<file path="config.mk">
export PLATFORM = sky130hd
export DESIGN_NAME = timer8x16
export DESIGN_NICKNAME = d
export VERILOG_FILES = /design/src/rtl/tmr_pkg.sv /design/src/rtl/tmr_ctrl.sv /design/src/rtl/tmr_dp.sv /design/src/rtl/timer8x16.sv
export SDC_FILE = /design/constraint.sdc
export NUM_CORES = 1
export LEC_CHECK = 0
export ABC_CLOCK_PERIOD_IN_PS = 3000
export CAP_MARGIN = 5
export CELL_PAD_IN_SITES_DETAIL_PLACEMENT = 1
export CELL_PAD_IN_SITES_GLOBAL_PLACEMENT = 2
export CORE_MARGIN = 5
export CORE_UTILIZATION = 38
export DETAILED_ROUTE_END_ITERATION = 8
export GPL_ROUTABILITY_DRIVEN = 0
export GPL_TIMING_DRIVEN = 0
export HOLD_SLACK_MARGIN = 0.03
export MAX_ROUTING_LAYER = met4
export PLACE_DENSITY_LB_ADDON = 0.1
export SYNTH_ARGS = -nofsm -noshare
export SYNTH_HDL_FRONTEND = slang
export SYNTH_HIERARCHICAL = 1
export SYNTH_SLANG_ARGS = --single-unit
</file>
<file path="constraint.sdc">
create_clock -name clk -period 3 [get_ports clk]
set_input_delay 0.3 -clock clk [delete_from_list [all_inputs] [get_ports clk]]
set_output_delay 0.3 -clock clk [all_outputs]
set_load 0.005 [all_outputs]
</file>
<file path="src/rtl/tmr_pkg.sv">
package tmr_pkg;
  localparam int BYTE_W = 8;
  localparam int CNT_W  = 2 * BYTE_W;
  localparam int ADDR_W = 3;

  typedef enum logic [ADDR_W-1:0] {
    A_CNTL = 3'd0, A_CNTH = 3'd1, A_CMPA = 3'd2, A_CMPB = 3'd3,
    A_CAPL = 3'd4, A_CAPH = 3'd5, A_FLAG = 3'd6, A_CTRL = 3'd7
  } regAddr_t;

  typedef struct packed {
    logic              tick;
    logic              wrLo;
    logic              wrHi;
    logic [BYTE_W-1:0] wrByte;
    logic              wide;
    logic              capMode;
    logic [CNT_W-1:0]  top;
  } strobe_t;
endpackage

</file>
<file path="src/rtl/tmr_ctrl.sv">
module tmr_ctrl
  import tmr_pkg::*;
(
  input  logic              clk,
  input  logic              rstN,
  input  logic              tickEn,
  input  logic [ADDR_W-1:0] busAddr,
  input  logic              busWr,
  input  logic [BYTE_W-1:0] busWrData,
  input  logic [CNT_W-1:0]  cnt,
  input  logic [CNT_W-1:0]  capVal,
  input  logic              ovfEvt,
  input  logic              capEvt,
  output strobe_t           strb,
  output logic [BYTE_W-1:0] busRdData,
  output logic              ovfFlag,
  output logic              capFlag,
  output logic              irq
);
  logic [BYTE_W-1:0] ctrlReg, cmpA, cmpB;
  logic [2:0] modeBits, clkSel;
  logic ovfIe, reservedMode, ctcMode, wideMode, capMode;
  logic flagWr;

  assign modeBits     = ctrlReg[2:0];
  assign clkSel       = ctrlReg[5:3];
  assign ovfIe        = ctrlReg[6];
  assign reservedMode = modeBits[2] & modeBits[0];
  assign wideMode     = modeBits[1];
  assign ctcMode      = modeBits[0] & ~modeBits[2];
  assign capMode      = modeBits[2] & ~modeBits[0];
  assign flagWr       = busWr && (busAddr == A_FLAG);

  always_comb begin
    strb         = '0;
    strb.tick    = tickEn & (|clkSel) & ~reservedMode;
    strb.wrLo    = busWr && (busAddr == A_CNTL);
    strb.wrHi    = busWr && (busAddr == A_CNTH);
    strb.wrByte  = busWrData;
    strb.wide    = wideMode;
    strb.capMode = capMode;
    if (ctcMode)
      strb.top = wideMode ? {cmpB, cmpA} : {{BYTE_W{1'b0}}, cmpA};
    else
      strb.top = wideMode ? {CNT_W{1'b1}} : {{BYTE_W{1'b0}}, {BYTE_W{1'b1}}};
  end

  always_ff @(posedge clk or negedge rstN) begin
    if (!rstN) begin
      ctrlReg <= '0;
      cmpA    <= '0;
      cmpB    <= '0;
      ovfFlag <= 1'b0;
      capFlag <= 1'b0;
    end else begin
      if (busWr && busAddr == A_CTRL) ctrlReg <= busWrData;
      if (busWr && busAddr == A_CMPA) cmpA <= busWrData;
      if (busWr && busAddr == A_CMPB) cmpB <= busWrData;
      ovfFlag <= ovfEvt | (ovfFlag & ~(flagWr & busWrData[0]));
      capFlag <= capEvt | (capFlag & ~(flagWr & busWrData[1]));
    end
  end

  always_comb begin
    unique case (busAddr)
      A_CNTL:  busRdData = cnt[BYTE_W-1:0];
      A_CNTH:  busRdData = wideMode ? cnt[CNT_W-1:BYTE_W] : '0;
      A_CMPA:  busRdData = cmpA;
      A_CMPB:  busRdData = cmpB;
      A_CAPL:  busRdData = capVal[BYTE_W-1:0];
      A_CAPH:  busRdData = capVal[CNT_W-1:BYTE_W];
      A_FLAG:  busRdData = {{(BYTE_W-2){1'b0}}, capFlag, ovfFlag};
      default: busRdData = ctrlReg;
    endcase
  end

  assign irq = ovfFlag & ovfIe;
endmodule

</file>
<file path="src/rtl/tmr_dp.sv">
module tmr_dp
  import tmr_pkg::*;
#(
  parameter int SYNC_STAGES = 2
) (
  input  logic             clk,
  input  logic             rstN,
  input  strobe_t          strb,
  input  logic             capIn,
  output logic [CNT_W-1:0] cnt,
  output logic [CNT_W-1:0] capVal,
  output logic             ovfEvt,
  output logic             capEvt
);
  localparam int CHAIN = SYNC_STAGES + 1;

  logic [CHAIN-1:0] syncChain;
  logic [CNT_W-1:0] cntMasked, cntNext;
  logic atTop, atMax, cpuWr;

  generate
    for (genvar i = 0; i < CHAIN; i++) begin : g_sync
      if (i == 0) begin : g_first
        always_ff @(posedge clk or negedge rstN)
          if (!rstN) syncChain[i] <= 1'b0;
          else       syncChain[i] <= capIn;
      end else begin : g_rest
        always_ff @(posedge clk or negedge rstN)
          if (!rstN) syncChain[i] <= 1'b0;
          else       syncChain[i] <= syncChain[i-1];
      end
    end
  endgenerate

  assign capEvt    = strb.capMode & syncChain[CHAIN-2] & ~syncChain[CHAIN-1];
  assign cntMasked = strb.wide ? cnt : {{BYTE_W{1'b0}}, cnt[BYTE_W-1:0]};
  assign atTop     = (cntMasked == strb.top);
  assign atMax     = strb.wide ? (&cnt) : (&cnt[BYTE_W-1:0]);
  assign cpuWr     = strb.wrLo | strb.wrHi;
  assign ovfEvt    = strb.tick & ~cpuWr & atMax;

  always_comb begin
    cntNext = cntMasked;
    if (strb.wrLo)
      cntNext[BYTE_W-1:0] = strb.wrByte;
    else if (strb.wrHi) begin
      if (strb.wide) cntNext[CNT_W-1:BYTE_W] = strb.wrByte;
    end else if (strb.tick) begin
      if (atTop) cntNext = '0;
      else if (strb.wide) cntNext = cnt + 1'b1;
      else cntNext = {{BYTE_W{1'b0}}, cnt[BYTE_W-1:0] + 1'b1};
    end
  end

  always_ff @(posedge clk or negedge rstN) begin
    if (!rstN) begin
      cnt    <= '0;
      capVal <= '0;
    end else begin
      cnt <= cntNext;
      if (capEvt) capVal <= cntMasked;
    end
  end
endmodule

</file>
<file path="src/rtl/timer8x16.sv">
module timer8x16
  import tmr_pkg::*;
(
  input  logic              clk,
  input  logic              rstN,
  input  logic              tickEn,
  input  logic              capIn,
  input  logic [ADDR_W-1:0] busAddr,
  input  logic              busWr,
  input  logic [BYTE_W-1:0] busWrData,
  output logic [BYTE_W-1:0] busRdData,
  output logic              irq
);
  strobe_t          strb;
  logic [CNT_W-1:0] cnt, capVal;
  logic             ovfEvt, capEvt, ovfFlag, capFlag;

  tmr_ctrl u_ctrl (
    .clk(clk), .rstN(rstN), .tickEn(tickEn), .busAddr(busAddr), .busWr(busWr),
    .busWrData(busWrData), .cnt(cnt), .capVal(capVal), .ovfEvt(ovfEvt),
    .capEvt(capEvt), .strb(strb), .busRdData(busRdData), .ovfFlag(ovfFlag),
    .capFlag(capFlag), .irq(irq)
  );

  tmr_dp #(.SYNC_STAGES(2)) u_dp (
    .clk(clk), .rstN(rstN), .strb(strb), .capIn(capIn), .cnt(cnt),
    .capVal(capVal), .ovfEvt(ovfEvt), .capEvt(capEvt)
  );
endmodule

</file>
==> results_dict.tcl, run 1 <==
set metrics [dict create \
    power_density_mw_per_mm2 603 \
    dieArea_mm2 0.0125 \
    syn_to_final_growth_pct 14.3 \
    p_sw_mw 0.965 \
    ys_seq_area_share_pct 38.9 \
    start_util_pct 38.5 \
    dp_slack_ns 0.0436 \
    setup_viol 0 \
    dp_cells 578 \
    finalPower_mw 2.71 \
    setup_ws_ns 0.203 \
    holdBufCountCts 0 \
    rsz0062_at_grt "false" \
    clock-root-buffer "clkbuf_8" \
    clock.fmax_mhz 357 \
    final_cell_mix "nand2_1, dfrtp_1, mux2_2, o21ai_0, buf_4" \
    fillCellCount 1201 \
    relSlewSlack_pct 45.0 \
    hold_ws_ns 0.0389 \
    ys.warnings.count 6 \
    clk_pin_slew_ns 0.07 \
    drv_cap 0 \
    synth.distinct_cells 61 \
    cts_resized 0 \
    ys_ff_latch 61 \
    rows 37 \
    synth-edff-count 0 \
    first_iter_violations 186 \
    diodes 0 \
    dp_hpwl_um 9790 \
    synth_cells 420 \
    antenna_found_initial 0 \
    htree_num_levels 3 \
    overflow 0 \
    cts_buffer_depth 2 \
    p_leak_nw 1.86 \
    drt_wl_total_um 13400 \
    multi_input_area_mm2 0.00208 \
    grt_pass1_vias 3532 \
    die_height_um 112 \
    port-buffer-count 22 \
    p_seq_share_pct 43.0 \
    track_usage_pct 22.7 \
    antenna_left 0 \
    critPathMaxFanout 10 \
    status "finished, final reports clean" \
    synth_nets 437 \
    final-hold-violation-count 0 \
    clockPowerShare_pct 24.0 \
    dr_total_vias 3276 \
    swShare_pct 35.7 \
    nets 470 \
    min-delay-path-class "in2async" \
    grt_pass1_wl_um 20700 \
    crit_required_ns 2.70 \
    seq_area_mm2 0.00153 \
    mostFrequentLayoutCell "nand2_1" \
    pwr-share-comb_pct 32.9 \
    cts.sinks 61 \
    worst_setup_path_start_kind "primary input" \
    cts_tree "built" \
    die_w_um 112 \
    worstSetupEndpointType "primary output" \
    place_area_mm2 0.00431 \
    drive_gt1_share_pct 20.4 \
    setup.worst_path.class "in2out" \
    period_minus_slack_ns 2.80 \
    first_pass_iters 4 \
    p_int_mw 1.74 \
    slew_viol_final 0 \
    crit_arrival_ns 2.50 \
    drc 0 \
    ios 25 \
    final.setup.tns_ns 0 \
    synth_area_mm2 0.00392 \
    cts_buffers 9 \
    synth_area_per_cell_um2 9.34 \
    via_per_inst 5.53 \
    design_area_mm2 0.00448 \
    fin_util_pct 44.0 \
    postCtsSetupBuffers 0 \
    grt_max_degree 62 \
    finalCritPeriodShare_pct 93.2 \
    yosys_most_used_dff "dfrtp_1" \
    vdd_drop_max_uv 252 \
    wl_per_cell_um 22.6 \
    final-instance-count-excl-fill 592 \
    worstMarginPinSlew_ns 0.825 \
    coreArea_mm2 0.0102 \
    clk_latency_ns 0.34 \
    async_reset_ff_share_pct 100 \
    fin_skew_ns 0.00843 \
]
## final timing paths
kind                                     end              start  slack, ns  cells past startpoint
min                        u_dp/syncChain[1]               rstN       0.04                      1
min in group clk           u_dp/syncChain[1]  u_dp/syncChain[0]       0.36                      0
min reg2reg                u_dp/syncChain[1]  u_dp/syncChain[0]       0.36                      0
max in group asynchronous        u_dp/cnt[5]               rstN       2.39                      1
max                             busRdData[4]         busAddr[0]       0.20                      6
max reg2reg                     u_dp/cnt[12]  u_ctrl/ctrlReg[1]       0.26                      9
## cell usage after synthesis (all sizes together) (8+ instances only)
cell / n / area [um^2]
buf: 32 / 249
clkbuf: 11 / 42.5
o21a: 12 / 90.1
inv: 9 / 33.8
xor2: 11 / 96.3
o21ai: 33 / 165
nand2b: 12 / 75.1
nand3: 8 / 50.1
a22o: 8 / 70.1
mux2: 31 / 349
xnor2: 8 / 70.1
nor2b: 10 / 70.1
nand2: 68 / 258
nor2: 16 / 60.1
dfrtp: 61 / 1530
nand4: 8 / 56.3
## critical path, cell delays in order
cell and delay, ns:
clkdlybuf4s50_1 0.49, buf_4 0.20, clkbuf_1 0.43, o21ai_0 0.31, a31oi_1 0.24, clkdlybuf4s50_1 0.53
## final cells by class
class / count / share of cell area (%)
Sequential cell: 61 / 34.0
Clock buffer: 12 / 3.46
Clock inverter: 2 / 0.223
Multi-Input combinational cell: 307 / 46.4
Buffer: 43 / 6.50
Timing Repair Buffer: 22 / 4.86
Inverter: 9 / 0.754
Tap cell: 136 / 3.80
## per-layer routing
| layer | global-route usage [%] | share of wire (%) |
|---|---|---|
| met1 | 28.5 | 44 |
| met2 | 37.1 | 50 |
| met3 | 4.73 | 4.8 |
| met4 | 6.57 | 1.2 |
| met5 | - | 0 |
## cell families (layout without fill, tap and decap cells)
| kind of cell | after synthesis | in the layout | synth area share (%) |
|---|---|---|---|
| compound gates | 96 | 96 | 16.7 |
| xor+xnor | 19 | 19 | 4.24 |
| fa+ha+maj | 1 | 1 | 0.319 |
| buf+inv | 52 | 88 | 8.29 |
| flops | 61 | 61 | 38.9 |
| mux | 36 | 36 | 10.8 |
| simple gates | 155 | 155 | 20.8 |
## power groups by stage
stage	Sequential, mW	Clock, mW	Combinational [mW]
finish	1.16	0.650	0.891
global route	1.18	0.706	0.972
CTS	1.16	0.670	0.893
detailed placement	1.17	0	0.885
global placement	1.17	0	0.875
floorplan	1.10	0	0.618
## sequential cells by signal (all words and copies together) (netlist names)
| name | cells |
|---|---|
| u_ctrl/capFlag | 1 |
| u_ctrl/cmpA | 8 |
| u_ctrl/cmpB | 8 |
| u_ctrl/ctrlReg | 8 |
| u_ctrl/ovfFlag | 1 |
| u_dp/capVal | 16 |
| u_dp/cnt | 16 |
| u_dp/syncChain | 3 |
(Power assumes the default switching activity.)
==> run 2: changes to the inputs <==
--- a/config.mk
+++ b/config.mk
@@ -5,16 +5,15 @@
 export SDC_FILE = /design/constraint.sdc
 export NUM_CORES = 1
 export LEC_CHECK = 0
-export ABC_CLOCK_PERIOD_IN_PS = 3000
+export ABC_CLOCK_PERIOD_IN_PS = 3450
 export CAP_MARGIN = 5
 export CELL_PAD_IN_SITES_DETAIL_PLACEMENT = 1
 export CELL_PAD_IN_SITES_GLOBAL_PLACEMENT = 2
 export CORE_MARGIN = 5
-export CORE_UTILIZATION = 38
+export CORE_UTILIZATION = 41
 export DETAILED_ROUTE_END_ITERATION = 8
 export GPL_ROUTABILITY_DRIVEN = 0
 export GPL_TIMING_DRIVEN = 0
-export HOLD_SLACK_MARGIN = 0.03
 export MAX_ROUTING_LAYER = met4
 export PLACE_DENSITY_LB_ADDON = 0.1
 export SYNTH_ARGS = -nofsm -noshare
==> constraint.sdc (replaced) <==
create_clock -name clk -period 3.45 [get_ports clk]
set_input_delay 0.345 -clock clk [delete_from_list [all_inputs] [get_ports clk]]
set_output_delay 0.345 -clock clk [all_outputs]
set_load 0.005 [all_outputs]
==> results_dict.tcl, run 2 (synthesis gave the netlist of run 1 again) <==
set metrics [dict create \
    fin_skew_ns 0.0118 \
    clk_latency_ns 0.33 \
    finalPower_mw 2.33 \
    setup.worst_path.class "in2out" \
    dp_hpwl_um 9560 \
    drc 0 \
    crit_required_ns 3.11 \
    p_leak_nw 1.86 \
    via_per_inst 5.64 \
    worstMarginPinSlew_ns 0.811 \
    setup_viol 0 \
    finalCritPeriodShare_pct 85.3 \
    drt_wl_total_um 12900 \
    grt_max_degree 62 \
    syn_to_final_growth_pct 13.9 \
    fin_util_pct 48.1 \
    final-hold-violation-count 0 \
    rsz0062_at_grt "false" \
    die_w_um 108 \
    worstSetupEndpointType "primary output" \
    grt_pass1_vias 3461 \
    design_area_mm2 0.00447 \
    vdd_drop_max_uv 313 \
    wl_per_cell_um 22.0 \
    dr_total_vias 3300 \
    rows 35 \
    cts_resized 0 \
    cts_tree "built" \
    hold_ws_ns 0.0964 \
    cts.sinks 61 \
    drv_cap 0 \
    final_cell_mix "nand2_1, dfrtp_1, mux2_2, o21ai_0, buf_4" \
    min-delay-path-class "in2async" \
    postCtsSetupBuffers 0 \
    dieArea_mm2 0.0116 \
    clock-root-buffer "clkbuf_8" \
    reg_top3 "u_dp/capVal (16), u_dp/cnt (16)" \
    holdBufCountCts 0 \
    mostFrequentLayoutCell "nand2_1" \
    nets 470 \
    critPathMaxFanout 10 \
    cts_buffer_depth 2 \
    grt_pass1_wl_um 19900 \
    antenna_found_initial 0 \
    crit_arrival_ns 2.60 \
    diodes 0 \
    ios 25 \
    port-buffer-count 22 \
    htree_num_levels 3 \
    clock.fmax_mhz 340 \
    track_usage_pct 24.1 \
    coreArea_mm2 0.00928 \
    die_height_um 108 \
    place_area_mm2 0.00430 \
    power_density_mw_per_mm2 522 \
    status "finished, final reports clean" \
    slew_viol_final 0 \
    first_iter_violations 131 \
    cts_buffers 9 \
    overflow 0 \
    clk_pin_slew_ns 0.06 \
    period_minus_slack_ns 2.94 \
    start_util_pct 42.3 \
    antenna_left 0 \
    relSlewSlack_pct 45.9 \
    first_pass_iters 4 \
    drive_gt1_share_pct 20.0 \
    worst_setup_path_start_kind "primary input" \
]
run 2: area by class of cell:
type	count	area [um^2]
tap	129	161
buffer	43	292
fill	1098	4820
clock inverter	2	10.0
timing repair buffer	22	218
inverter	9	33.8
multi-input combinational	307	2070
clock buffer	12	155
sequential	61	1530
run 2: per-stage QoR:
| step | worst slack (ns) | TNS (ns) | std cells |
|---|---|---|---|
| 2_1_floorplan | 1.31 | 0 | 420 |
| 3_3_place_gp | -0.0746 | -4.18 | 571 |
| 3_5_place_dp | 0.510 | 0 | 571 |
| 4_1_cts | 0.568 | 0 | 585 |
| 5_1_grt | 0.355 | 0 | 585 |
| 6_report | 0.507 | 0 | 585 |
run 2: worst paths after layout:
kind | start | to | slack [ns] | cells after the start
max | busAddr[0] | busRdData[5] | 0.51 | 7
min | rstN | u_dp/syncChain[2] | 0.1 | 1
max reg2reg | u_ctrl/ctrlReg[2] | u_dp/cnt[13] | 0.70 | 8
min reg2reg | u_dp/syncChain[1] | u_dp/syncChain[2] | 0.38 | 0
max in group asynchronous | rstN | u_ctrl/cmpA[4] | 2.82 | 1
min in group clk | u_dp/syncChain[1] | u_dp/syncChain[2] | 0.38 | 0
run 2: per-layer routing:
layer  track usage [%]  part of all wire, %  vias to the layer above  wire [um]
met2              39.6                   50                       78       6440
met1              30.1                   44                     1671       5650
met5                 -                    0                        -          0
li1                  -                    -                     1538          -
met3              5.04                  5.0                       13        639
met4              6.67                  1.1                        0        148
run 2: power breakdown:
group          total, mW  switching [mW]  internal [mW]  leakage (nW)
logic              0.755           0.389          0.366         0.990
clock network      0.559           0.269          0.290        0.0881
registers           1.02           0.161          0.856         0.780
run 2: critical path, stage by stage:
cell	delay (ns)
clkdlybuf4s50_1	0.48
buf_4	0.19
buf_4	0.22
nand3_1	0.38
o21ai_0	0.29
o221ai_1	0.18
clkdlybuf4s50_1	0.49
==> run 3: changes to the inputs <==
--- a/config.mk
+++ b/config.mk
@@ -5,12 +5,13 @@
 export SDC_FILE = /design/constraint.sdc
 export NUM_CORES = 1
 export LEC_CHECK = 0
-export ABC_CLOCK_PERIOD_IN_PS = 3450
+export ABC_CLOCK_PERIOD_IN_PS = 3200
 export CAP_MARGIN = 5
 export CELL_PAD_IN_SITES_DETAIL_PLACEMENT = 1
 export CELL_PAD_IN_SITES_GLOBAL_PLACEMENT = 2
 export CORE_MARGIN = 5
-export CORE_UTILIZATION = 41
+export CORE_UTILIZATION = 38
+export CTS_BUF_LIST = sky130_fd_sc_hd__clkbuf_16
 export DETAILED_ROUTE_END_ITERATION = 8
 export GPL_ROUTABILITY_DRIVEN = 0
 export GPL_TIMING_DRIVEN = 0
==> constraint.sdc (replaced) <==
create_clock -name clk -period 3.2 [get_ports clk]
set_input_delay 0.32 -clock clk [delete_from_list [all_inputs] [get_ports clk]]
set_output_delay 0.32 -clock clk [all_outputs]
set_load 0.005 [all_outputs]
==> results_dict.tcl, run 3 (synthesis gave the netlist of run 1 again) <==
set metrics [dict create \
    htree_num_levels 3 \
    antenna_found_initial 0 \
    clock-root-buffer "clkbuf_16" \
    drive_gt1_share_pct 19.5 \
    clk_latency_ns 0.32 \
    grt_pass1_wl_um 20700 \
    vdd_drop_max_uv 252 \
    grt_pass1_vias 3502 \
    cts.sinks 61 \
    drt_wl_total_um 13400 \
    reg_top3 "u_dp/capVal (16), u_dp/cnt (16)" \
    cp_num_buf_inv 1 \
    multi_input_area_mm2 0.00207 \
    cts_buffers 9 \
    clk_pin_slew_ns 0.05 \
    finalPower_mw 2.75 \
    critPathMaxFanout 10 \
    nets 470 \
    port-buffer-count 22 \
    die_height_um 112 \
    track_usage_pct 22.6 \
    fin_skew_ns 0.00467 \
    antenna_left 0 \
    p_leak_nw 1.90 \
    overflow 0 \
    diodes 0 \
    cp_cell_sequence "nor2b_1 -> nand2b_1 -> xor2_1 -> a2111oi_0 -> and4_1 -> nand3_2 -> buf_6 -> a32oi_1 -> o21ai_1" \
    start_util_pct 38.5 \
    place_area_mm2 0.00431 \
    design_area_mm2 0.00456 \
    finalCritPeriodShare_pct 93.4 \
    cts_tree "built" \
    final-instance-count-excl-fill 592 \
    crit_required_ns 3.40 \
    holdBufCountCts 0 \
    power_density_mw_per_mm2 604 \
    grt_max_degree 62 \
    rows 37 \
    rsz0062_at_grt "false" \
    coreArea_mm2 0.0102 \
    min-delay-path-class "in2async" \
    dr_total_vias 3315 \
    first_iter_violations 169 \
    drc 0 \
    crit_arrival_ns 3.19 \
    final-hold-violation-count 0 \
    syn_to_final_growth_pct 16.2 \
    die_w_um 112 \
    worstMarginPinSlew_ns 0.916 \
    setup_viol 0 \
    wl_per_cell_um 22.6 \
    via_per_inst 5.60 \
    final_cell_mix "nand2_1, dfrtp_1, mux2_2, o21ai_0, buf_4" \
    mostFrequentLayoutCell "nand2_1" \
    postCtsSetupBuffers 0 \
    setup_ws_ns 0.210 \
    period_minus_slack_ns 2.99 \
    clock.fmax_mhz 334 \
    final.setup.tns_ns 0 \
    critPathMaxStageDelay_ns 0.76 \
    relSlewSlack_pct 38.8 \
    cts_resized 0 \
    dieArea_mm2 0.0125 \
    crit_family "simple AND/OR/NAND/NOR gates" \
    cts_buffer_depth 2 \
    dp_slack_ns 0.224 \
    seq_area_mm2 0.00153 \
    crit_cells 9 \
    drv_cap 0 \
    cpMaxStageDelayCell "nor2b_1" \
    ios 25 \
    worstSetupEndpointType "flip-flop" \
    status "finished, final reports clean" \
    worst_setup_path_start_kind "flip-flop" \
    setup.worst_path.class "reg2reg" \
    worstRegToRegCells 9 \
    slew_viol_final 0 \
    first_pass_iters 4 \
    fillCellCount 1192 \
    dp_hpwl_um 9790 \
    dp_cells 578 \
]
[run 3: cell types whose count changed in the layout (fill, tap and decap cells not counted), sizes merged]
cell	before	now
clkinv	2	4
clkbuf	23	20
inv	9	10
[run 3: where the power goes]
| part | total [mW] | internal (mW) | leakage (nW) | switching (mW) |
|---|---|---|---|---|
| Sequential | 1.09 | 0.924 | 0.780 | 0.168 |
| Combinational | 0.834 | 0.396 | 0.990 | 0.438 |
| Clock | 0.826 | 0.503 | 0.127 | 0.324 |
| Total | 2.75 | 1.82 | 1.90 | 0.930 |
[run 3: final timing paths]
kind / slack [ns] / startpoint / to
max in group asynchronous: 2.56 / rstN / u_dp/cnt[5]
setup reg to reg: 0.21 / u_ctrl/ctrlReg[0] / u_dp/cnt[6]
min in group clk: 0.36 / u_dp/syncChain[0] / u_dp/syncChain[1]
hold reg to reg: 0.36 / u_dp/syncChain[0] / u_dp/syncChain[1]
setup / recovery: 0.21 / u_ctrl/ctrlReg[0] / u_dp/cnt[6]
hold / removal: 0.08 / rstN / u_dp/syncChain[1]
[run 3: area by class of cell]
| class | instances | share of cell area [%] |
|---|---|---|
| multi-input combinational | 307 | 45.4 |
| sequential | 61 | 33.5 |
| buffer | 43 | 6.40 |
| clock buffer | 9 | 4.94 |
| timing repair buffer | 22 | 4.78 |
| tap | 136 | 3.73 |
| inverter | 9 | 0.741 |
| clock inverter | 5 | 0.467 |
[run 3: worst reg2reg max path, cell delays in order (launching register included)]
cell	delay (ns)
dfrtp_1	0.42
nor2b_1	0.76
nand2b_1	0.22
xor2_1	0.23
a2111oi_0	0.36
and4_1	0.27
nand3_2	0.15
buf_6	0.19
a32oi_1	0.18
o21ai_1	0.08
[run 3: through the flow]
step / hold WS, ns / utilization [%]
final: 0.0817 / 44.7
after global routing: 0.143 / 44.7
after CTS: 0.126 / 44.7
after detailed placement: 0.345 / 42.3
after global placement: 0.339 / 42.3
after floorplan: 0.0244 / -
[run 3: metal layers]
metal / GRT usage [%] / routed length (um) / up-vias
li1: - / - / 1534
met1: 28.6 / 6030 / 1697
met4: 6.08 / 180 / 0
met2: 37.3 / 6700 / 71
met5: - / 0 / -
met3: 4.35 / 487 / 13
